<file path="src/rtl/cmpOutPkg.sv">
package cmpOutPkg;

  localparam int MODE_W = 4;

  localparam logic [MODE_W-1:0] MODE_OFF    = 4'b0000;
  localparam logic [MODE_W-1:0] MODE_TOGGLE = 4'b0010;
  localparam logic [MODE_W-1:0] MODE_SET    = 4'b1000;
  localparam logic [MODE_W-1:0] MODE_CLEAR  = 4'b1001;
  localparam logic [MODE_W-1:0] MODE_FLAG   = 4'b1010;
  localparam logic [MODE_W-1:0] MODE_TRIG   = 4'b1011;

  // strobes from control to datapath, valid for one cycle
  typedef struct packed {
    logic setPin;
    logic clrPin;
    logic togPin;
    logic forceLow;
    logic raiseFlag;
    logic fireTrig;
  } cmpStrobe_t;

endpackage

</file>
<file path="src/rtl/cmpControl.sv">
module cmpControl
  import cmpOutPkg::*;
(
  input  logic              clk,
  input  logic              rstN,
  input  logic              ctlWr,
  input  logic [MODE_W-1:0] ctlWrData,
  input  logic              matchEdge,
  output cmpStrobe_t        strobes
);

  logic [MODE_W-1:0] modeQ;

  always_ff @(posedge clk) begin
    if (!rstN)      modeQ <= MODE_OFF;
    else if (ctlWr) modeQ <= ctlWrData;
  end

  always_comb begin
    strobes          = '0;
    strobes.forceLow = ctlWr && (ctlWrData == MODE_OFF);
    if (matchEdge) begin
      case (modeQ)
        MODE_SET: begin
          strobes.setPin    = 1'b1;
          strobes.raiseFlag = 1'b1;
        end
        MODE_CLEAR: begin
          strobes.clrPin    = 1'b1;
          strobes.raiseFlag = 1'b1;
        end
        MODE_TOGGLE: begin
          strobes.togPin    = 1'b1;
          strobes.raiseFlag = 1'b1;
        end
        MODE_FLAG: begin
          strobes.raiseFlag = 1'b1;
        end
        MODE_TRIG: begin
          strobes.raiseFlag = 1'b1;
          strobes.fireTrig  = 1'b1;
        end
        default: ;
      endcase
    end
  end

  AST_ONE_PIN_ACTION: assert property (@(posedge clk) disable iff (!rstN)
    $onehot0({strobes.setPin, strobes.clrPin, strobes.togPin}));
  AST_ACT_NEEDS_EDGE: assert property (@(posedge clk) disable iff (!rstN)
    !matchEdge |-> !strobes.raiseFlag && !strobes.fireTrig);

endmodule

</file>
<file path="src/rtl/cmpDatapath.sv">
module cmpDatapath
  import cmpOutPkg::*;
#(
  parameter int TIMER_W = 16
) (
  input  logic               clk,
  input  logic               rstN,
  input  logic               cmpWr,
  input  logic [TIMER_W-1:0] cmpWrData,
  input  logic [TIMER_W-1:0] timerA,
  input  logic [TIMER_W-1:0] timerB,
  input  logic               useTimerB,
  input  logic               flagClr,
  input  cmpStrobe_t         strobes,
  output logic               matchEdge,
  output logic               pinLatch,
  output logic               irqFlag,
  output logic               rstTimerA,
  output logic               rstTimerB,
  output logic               adcStart
);

  localparam int NUM_TIMERS = 2;

  logic [TIMER_W-1:0]    cmpQ;
  logic [TIMER_W-1:0]    timerVal [NUM_TIMERS];
  logic [TIMER_W-1:0]    selVal;
  logic                  matchNow;
  logic                  matchPrevQ;
  logic [NUM_TIMERS-1:0] rstPulseQ;

  assign timerVal[0] = timerA;
  assign timerVal[1] = timerB;
  assign selVal      = timerVal[useTimerB];
  assign matchNow    = (selVal == cmpQ);
  assign matchEdge   = matchNow && !matchPrevQ;

  always_ff @(posedge clk) begin
    if (!rstN) begin
      cmpQ       <= '0;
      matchPrevQ <= 1'b0;
    end else begin
      if (cmpWr) cmpQ <= cmpWrData;
      matchPrevQ <= matchNow;
    end
  end

  always_ff @(posedge clk) begin
    if (!rstN)                 pinLatch <= 1'b0;
    else if (strobes.forceLow) pinLatch <= 1'b0;
    else if (strobes.setPin)   pinLatch <= 1'b1;
    else if (strobes.clrPin)   pinLatch <= 1'b0;
    else if (strobes.togPin)   pinLatch <= !pinLatch;
  end

  always_ff @(posedge clk) begin
    if (!rstN)                  irqFlag <= 1'b0;
    else if (strobes.raiseFlag) irqFlag <= 1'b1;
    else if (flagClr)           irqFlag <= 1'b0;
  end

  always_ff @(posedge clk) begin
    if (!rstN) adcStart <= 1'b0;
    else       adcStart <= strobes.fireTrig;
  end

  for (genvar t = 0; t < NUM_TIMERS; t++) begin : g_timerRst
    always_ff @(posedge clk) begin
      if (!rstN) rstPulseQ[t] <= 1'b0;
      else       rstPulseQ[t] <= strobes.fireTrig && (32'(useTimerB) == t);
    end
  end

  assign rstTimerA = rstPulseQ[0];
  assign rstTimerB = rstPulseQ[1];

  AST_TRIG_SINGLE: assert property (@(posedge clk) disable iff (!rstN)
    adcStart && !strobes.fireTrig |=> !adcStart);
  AST_TRIG_FLAGGED: assert property (@(posedge clk) disable iff (!rstN)
    adcStart |-> irqFlag);
  AST_ONE_TIMER_RST: assert property (@(posedge clk) disable iff (!rstN)
    $onehot0({rstTimerB, rstTimerA}));
  AST_FLAG_STICKY: assert property (@(posedge clk) disable iff (!rstN)
    irqFlag && !flagClr |=> irqFlag);
  AST_FORCE_LOW: assert property (@(posedge clk) disable iff (!rstN)
    strobes.forceLow |=> !pinLatch);
  AST_LATCH_QUIET: assert property (@(posedge clk) disable iff (!rstN)
    !(strobes.setPin || strobes.clrPin || strobes.togPin || strobes.forceLow)
    |=> $stable(pinLatch));

endmodule

</file>
<file path="src/rtl/cmpOutUnit.sv">
module cmpOutUnit
  import cmpOutPkg::*;
#(
  parameter int TIMER_W = 16
) (
  input  logic               clk,
  input  logic               rstN,
  input  logic               cmpWr,
  input  logic [TIMER_W-1:0] cmpWrData,
  input  logic               ctlWr,
  input  logic [MODE_W-1:0]  ctlWrData,
  input  logic               useTimerB,
  input  logic [TIMER_W-1:0] timerA,
  input  logic [TIMER_W-1:0] timerB,
  input  logic               flagClr,
  input  logic               dirIn,
  output logic               pinOut,
  output logic               pinOe,
  output logic               irqFlag,
  output logic               rstTimerA,
  output logic               rstTimerB,
  output logic               adcStart
);

  cmpStrobe_t strobes;
  logic       matchEdge;
  logic       pinLatch;

  cmpControl i_control (
    .clk       (clk),
    .rstN      (rstN),
    .ctlWr     (ctlWr),
    .ctlWrData (ctlWrData),
    .matchEdge (matchEdge),
    .strobes   (strobes)
  );

  cmpDatapath #(.TIMER_W(TIMER_W)) i_datapath (
    .clk       (clk),
    .rstN      (rstN),
    .cmpWr     (cmpWr),
    .cmpWrData (cmpWrData),
    .timerA    (timerA),
    .timerB    (timerB),
    .useTimerB (useTimerB),
    .flagClr   (flagClr),
    .strobes   (strobes),
    .matchEdge (matchEdge),
    .pinLatch  (pinLatch),
    .irqFlag   (irqFlag),
    .rstTimerA (rstTimerA),
    .rstTimerB (rstTimerB),
    .adcStart  (adcStart)
  );

  assign pinOe  = !dirIn;
  assign pinOut = pinOe && pinLatch;

endmodule

</file>
<file path="config.mk">
export PLATFORM = sky130hd
export DESIGN_NAME = cmpOutUnit
export DESIGN_NICKNAME = d
export VERILOG_FILES = /design/src/rtl/cmpOutPkg.sv /design/src/rtl/cmpControl.sv /design/src/rtl/cmpDatapath.sv /design/src/rtl/cmpOutUnit.sv
export SDC_FILE = /design/constraint.sdc
export NUM_CORES = 1
export LEC_CHECK = 0
export ABC_CLOCK_PERIOD_IN_PS = 3510
export BUFFER_PORTS_ARGS = -buffer_cell sky130_fd_sc_hd__buf_2
export CAP_MARGIN = 40
export CORE_MARGIN = 4
export CORE_UTILIZATION = 48
export CTS_CLUSTER_SIZE = 24
export DETAILED_ROUTE_END_ITERATION = 8
export PLACE_DENSITY = 0.83
export SYNTH_ARGS = -nofsm -noshare
export SYNTH_HDL_FRONTEND = slang
export SYNTH_SLANG_ARGS = --single-unit
</file>
<file path="constraint.sdc">
create_clock -name clk -period 3.51 [get_ports clk]
set_input_delay 0.5265 -clock clk [delete_from_list [all_inputs] [get_ports clk]]
set_output_delay 0.5265 -clock clk [all_outputs]
set_load 0.02 [all_outputs]
</file>
# Word-level counts from Yosys, hierarchy flattened
# Index checks and enable logic that the tools add are counted.
[word_totals] reg_bits=26 latch_bits=0 ramBits=0 mem_bits_ro=0 inputBits=59 output_inout_bits=6 wordCells=46 mem_count=0
[classes] add_sub_neg=0 multipliers=0 div_mod_pow=0 magnitude_cmp=1 eq_ne=6 shifts=0 mux=15 n_bitwise=3 n_reduce_logical=13
[ops] operator="2-to-1 mux 16 bit" count=3
[ops] operator="== test 16 bit" count=1
[ops] operator="== test 4 bit (second input constant)" count=4
[ops] operator="2-to-1 mux 1 bit" count=10
[ops] operator="logical AND 1 bit" count=5
[ops] operator="OR reduction 5 bit" count=1
[ops] operator="== test 4 x 2 -> 1 bit (second input constant)" count=1
[ops] operator="zero test 4 bit" count=1
[ops] operator="zero test 1 bit" count=3
[ops] operator="2-to-1 mux 3 bit" count=1
[ops] operator="nonzero test 3 bit" count=1
[ops] operator="greater-or-equal comparator 2 bit (second input constant)" count=1
[ops] operator="2-to-1 mux 2 bit" count=1
[ops] operator="inverter 1 bit" count=2
[ops] operator="inverter 1 -> 2 bit" count=1
[ops] operator="nonzero test 2 bit" count=1
[ops] operator="OR reduction 2 bit" count=1

# Longest topological paths before layout
[depth] word_depth=10 depth_mapped=8 mapped_depth_nobuf=6

# Hierarchy
# A second synthesis with hierarchy kept.
[unflattened] hier_cells=136 area_unflattened_um2=1347.5
[by_module_without_submodules] mod="cmpDatapath" instances=1 cells_per_inst=109 area_per_inst_um2=1103.6 seq_area_each_um2=440.4
[by_module_without_submodules] mod="cmpControl" instances=1 cells_per_inst=25 area_per_inst_um2=234.0 seq_area_each_um2=80.1
[by_module_without_submodules] mod="cmpOutUnit" instances=1 cells_per_inst=2 area_per_inst_um2=10.0 seq_area_each_um2=0.0

# Least setup slack after synthesis
# Ideal clock, no wire load.
[synth_path] path_kind="input to register" from="input port useTimerB" to="register i_datapath.pinLatch" arrival_ns=2.023 required_ns=3.391 slack_ns=1.369 stages=8 n_path_buf=2 cell_sequence="buf_6 -> buf_12 -> mux2i_1 -> xnor2_1 -> nor4_1 -> nand4_1 -> or3_4 -> o221a_1"
[synth_between] elab_chain_cells=9 elab_cells_between_ends=10 classes_between="eq/ne: 1; mux: 6; bitwise: 1; reduce/logical: 2"
[synth_rtl] element="start: declaration" line="cmpOutUnit.sv:12" text="input logic useTimerB,"
[synth_rtl] element="inverter 1 -> 2 bit (not written as such) (*)" line="cmpDatapath.sv:34" text="assign selVal = timerVal[useTimerB];"
[synth_rtl] element="2-to-1 mux 16 bit (not written as such) (*) (3 in series)" line="cmpDatapath.sv:34"
[synth_rtl] element="== test 16 bit (*)" line="cmpDatapath.sv:35" text="assign matchNow = (selVal == cmpQ);"
[synth_rtl] element="logical AND 1 bit (*)" line="cmpDatapath.sv:36" text="assign matchEdge = matchNow && !matchPrevQ;"
[synth_rtl] element="2-to-1 mux 3 bit (*)" line="cmpControl.sv:22" text="if (matchEdge) begin"
[synth_rtl] element="2-to-1 mux 1 bit" line="cmpDatapath.sv:52" text="else if (strobes.clrPin) pinLatch <= 1'b0;"
[synth_rtl] element="2-to-1 mux 1 bit" line="cmpDatapath.sv:51" text="else if (strobes.setPin) pinLatch <= 1'b1;"
[synth_rtl] element="end signal: assignment" line="cmpDatapath.sv:53" text="else if (strobes.togPin) pinLatch <= !pinLatch;"
[synth_rtl] element="end: declaration" line="cmpDatapath.sv:16" text="output logic pinLatch,"
# Mark *: on every way between the ends. The rest lies on a longest branch, timed or not. The select of a mux whose other input is x is not followed.
# A chain may end at the register's enable or synchronous reset.

# Final worst setup path
# Same ends and word-level chain as after synthesis.

==> impl_summary.md <==
Outcome
The run finished with clean final reports.

Floorplanning
The starting density of the core is 51.7%. The I/O pin count is between 60 and 70. The core region is 2540 sq um. The area of the die is 3640 sq um.

The die extent in x is 60.4 microns. In this run the vertical extent of the chip is 60.4 microns. The row count is 18.

Global route
The first global-routing pass estimated around 4600 microns of wire. The via count of the first global-routing pass came to between 1000 and 1500. The all-layer global routing usage is 16.6%. The residual overflow from global routing is 0. The maximum number of pins on one net before global-route repair is 22.

The initial antenna violation count is 0.

Clocking
In this run the number of H-tree levels came out at 1. The number of resized instances in the post-cts repair step is 0. No sink is reached through more buffers than the 2 on the longest clock path.

TritonCTS built the clock tree. The clock edge transition at the registers on the reported setup and hold paths is 0.12 ns. The tree built by TritonCTS fans out to 26 sinks.

The number of buffers inserted for hold repair after clock tree synthesis is 0. The number of clock buffers added by TritonCTS is 3. In this run the post-CTS setup repair buffer count came out at 0. The clock latency at the later pin of the worst-skew pair is 0.30 ns.

In this run the clock root is driven by a sky130_fd_sc_hd__clkbuf_4.

Worst setup path
The top fanout value on the critical path is 18. The number of cells on the worst reg-to-reg path is 5. The worst setup path is launched from a primary input. The launching point of the worst reg2reg path is i_datapath.cmpQ[0]. The signal on the critical path passes through buf_2 -> mux2i_1 -> xnor2_1 -> nor4_1 -> nand4_1 -> or3_4 -> o221a_1. The data arrival at the endpoint of the critical path is about 2.4 ns. The end point of the critical path is i_datapath.pinLatch. The endpoint identified for the worst register-to-register timing path is i_datapath.pinLatch.

The classification of the worst setup path is in2reg. The worst setup path is captured at a flip-flop. The cell with the biggest individual delay on the critical path is sky130_fd_sc_hd__buf_2. The data required time of the critical path is 3.72 ns. The worst register-to-register path has a setup slack of 1.83 ns.

The biggest cell delay along the critical path is around 0.40 ns. The startpoint of the most critical setup path is useTimerB.

Synth
The number of nets in the synthesized netlist is 192. Synthesis instantiated 22 different standard cells from the library. The Yosys step of the flow raised 0 warnings.

In the synthesized netlist the dominant register cell turns out to be sky130_fd_sc_hd__dfxtp_1. Each instance of the synthesized netlist takes up on average a little under 10 sq um. Synthesis handed over a netlist of 133 instances.

The sequential fraction of the synthesis area is between 30% and 40%. The post-synthesis sequential element count is 26. The share of synthesized registers carrying an async set or reset is 0%. In this run the cell area of the synthesized design comes to 1320 sq um.

Counting flops with a built-in enable in the synthesized netlist gives 0.

Pwr
VDD sags by at most 0.237 mV. The total power density per cell area is 334 nW/um^2. The standby leakage power is about 0.8 nW. The overall power of the completed layout is 0.550 mW.

Min path
The startpoint of the lowest-slack hold path is flagClr. The path class of the lowest-slack min-delay path is in2reg.

Final layout
The number of diodes is 0. For this run, the post-layout net count is about 250. Leaving out fill and tap cells, the most frequent cell in the layout is sky130_fd_sc_hd__buf_2. The count of cells in the finished layout, fillers not included, comes to 223. In the layout the commonest cells are sky130_fd_sc_hd__buf_2, sky130_fd_sc_hd__mux2i_1, sky130_fd_sc_hd__dfxtp_1. The area overhead of the layout relative to synthesis is 25.1%. Cells fill 64.7% of the core in the end.

The layout cell share with drive strength beyond 1 is ~36%.

Placed design
The final weighted congestion of routability-driven global placement is 0.697. Port buffering added 64 buffers. Once placement completed, the tool counted placed cells totaling 220.

The detailed-placement wirelength estimate is between 2000 and 2500 microns.

Timing
Measured against its own limit, the worst slew margin works out to 60.0%. The number of endpoints failing setup at the final stage is 0. The final count of hold timing violations is 0. Setup repair after global routing left no endpoint under its margin. At the pin with the least slew margin, the transition time is roughly 0.60 ns.

The achievable frequency is 0.455 GHz. Summed over all failing endpoints, the final setup total negative slack is 0 ns. The count of pins over their slew limit is 0. The final worst clock skew is around 0.0019 ns.

The final critical path takes up 62.6% of the cycle. The clock period minus worst slack is around 2.2 ns.

Detailed routing
The average vias per placed instance is 5.03. After detailed routing, the average wire length per cell comes to 12.8 microns. The total length of routed wires is 2860 microns. The number of antenna-violating nets in the routed design is 0. After detailed routing, the number of remaining DRC violations is 0. The total number of vias is 1122. The first-iteration detailed-routing DRC count is 20.

The number of iterations in the first detailed-routing pass is 4.

Job
The count of max-cap constraint violations is 0.
==> state kept, by name, summed over array words and instances (netlist names) <==
signal	flops
i_datapath.pinLatch	1
i_datapath.matchPrevQ	1
i_datapath.cmpQ	16
i_datapath.rstTimerB	1
i_datapath.irqFlag	1
i_datapath.rstTimerA	1
i_datapath.adcStart	1
i_control.modeQ	4
==> final cells by class <==
cell class	count	area, sq um
Tap cell	30	37.5
Inverter	4	15.0
Multi-Input combinational cell	96	731
Timing Repair Buffer	64	320
Fill cell	219	898
Sequential cell	26	520
Clock buffer	3	22.5
==> cell families (layout without fill, tap and decap cells) <==
group | count (synthesis) | after routing | share of synthesized area, %
xor+xnor | 16 | 16 | 10.6
simple gates | 38 | 38 | 14.1
flops | 26 | 26 | 39.5
buf+inv | 11 | 71 | 4.94
compound gates | 6 | 6 | 3.42
mux | 36 | 36 | 27.4
==> synth_stat cells (all sizes together), types with 2 or more instances <==
master | number | area (sq um)
inv | 4 | 15.0
xnor2 | 16 | 140
nor2b | 2 | 12.5
mux2i | 36 | 360
clkbuf | 5 | 18.8
buf | 2 | 31.3
nand4 | 2 | 12.5
nor4 | 5 | 31.3
o221a | 2 | 22.5
nor3 | 2 | 10.0
nor2 | 23 | 86.3
dfxtp | 26 | 521
==> per-layer routing <==
layer | track usage [%] | part of all wire, %
met3 | 2.77 | 9.2
met5 | 0 | 0
met1 | 20.7 | 42
met2 | 28.2 | 47
met4 | 7.28 | 1.7
==> report_power, final <==
part	leakage [nW]	switching, mW	internal [mW]
Clock	0.0138	0.0778	0.0400
Combinational	0.581	0.0490	0.0641
Sequential	0.213	0.0106	0.309
==> critical path, delay by kind of cell <==
family	cells	cell delay (ns)
XOR/XNOR	1	0.09
buffers and inverters	1	0.40
multiplexers	1	0.30
AO/OA/AOI/OAI	1	0.21
AND/OR/NAND/NOR	3	0.87
==> through the flow <==
| step | hold slack [ns] | worst slack [ns] | area [sq um] |
|---|---|---|---|
| final | 0.396 | 1.31 | 1650 |
| after global routing | 0.392 | 1.19 | 1650 |
| after CTS | 0.385 | 1.29 | 1650 |
| after detailed placement | 0.478 | 0.947 | 1620 |
| after global placement | 0.466 | 0.967 | 1620 |
| after floorplan | 0.482 | 1.37 | 1320 |
==> worst min-delay path by stage <==
| stage | endpoint | cells past startpoint |
|---|---|---|
| after floorplan | i_datapath.cmpQ[0] | 2 |
| after detailed placement | i_datapath.irqFlag | 2 |
| after global placement | i_datapath.irqFlag | 2 |
| after global routing | i_datapath.irqFlag | 2 |
| after CTS | i_datapath.irqFlag | 2 |
| final | i_datapath.irqFlag | 2 |
No activity file was read; power rests on OpenSTA's default activity.
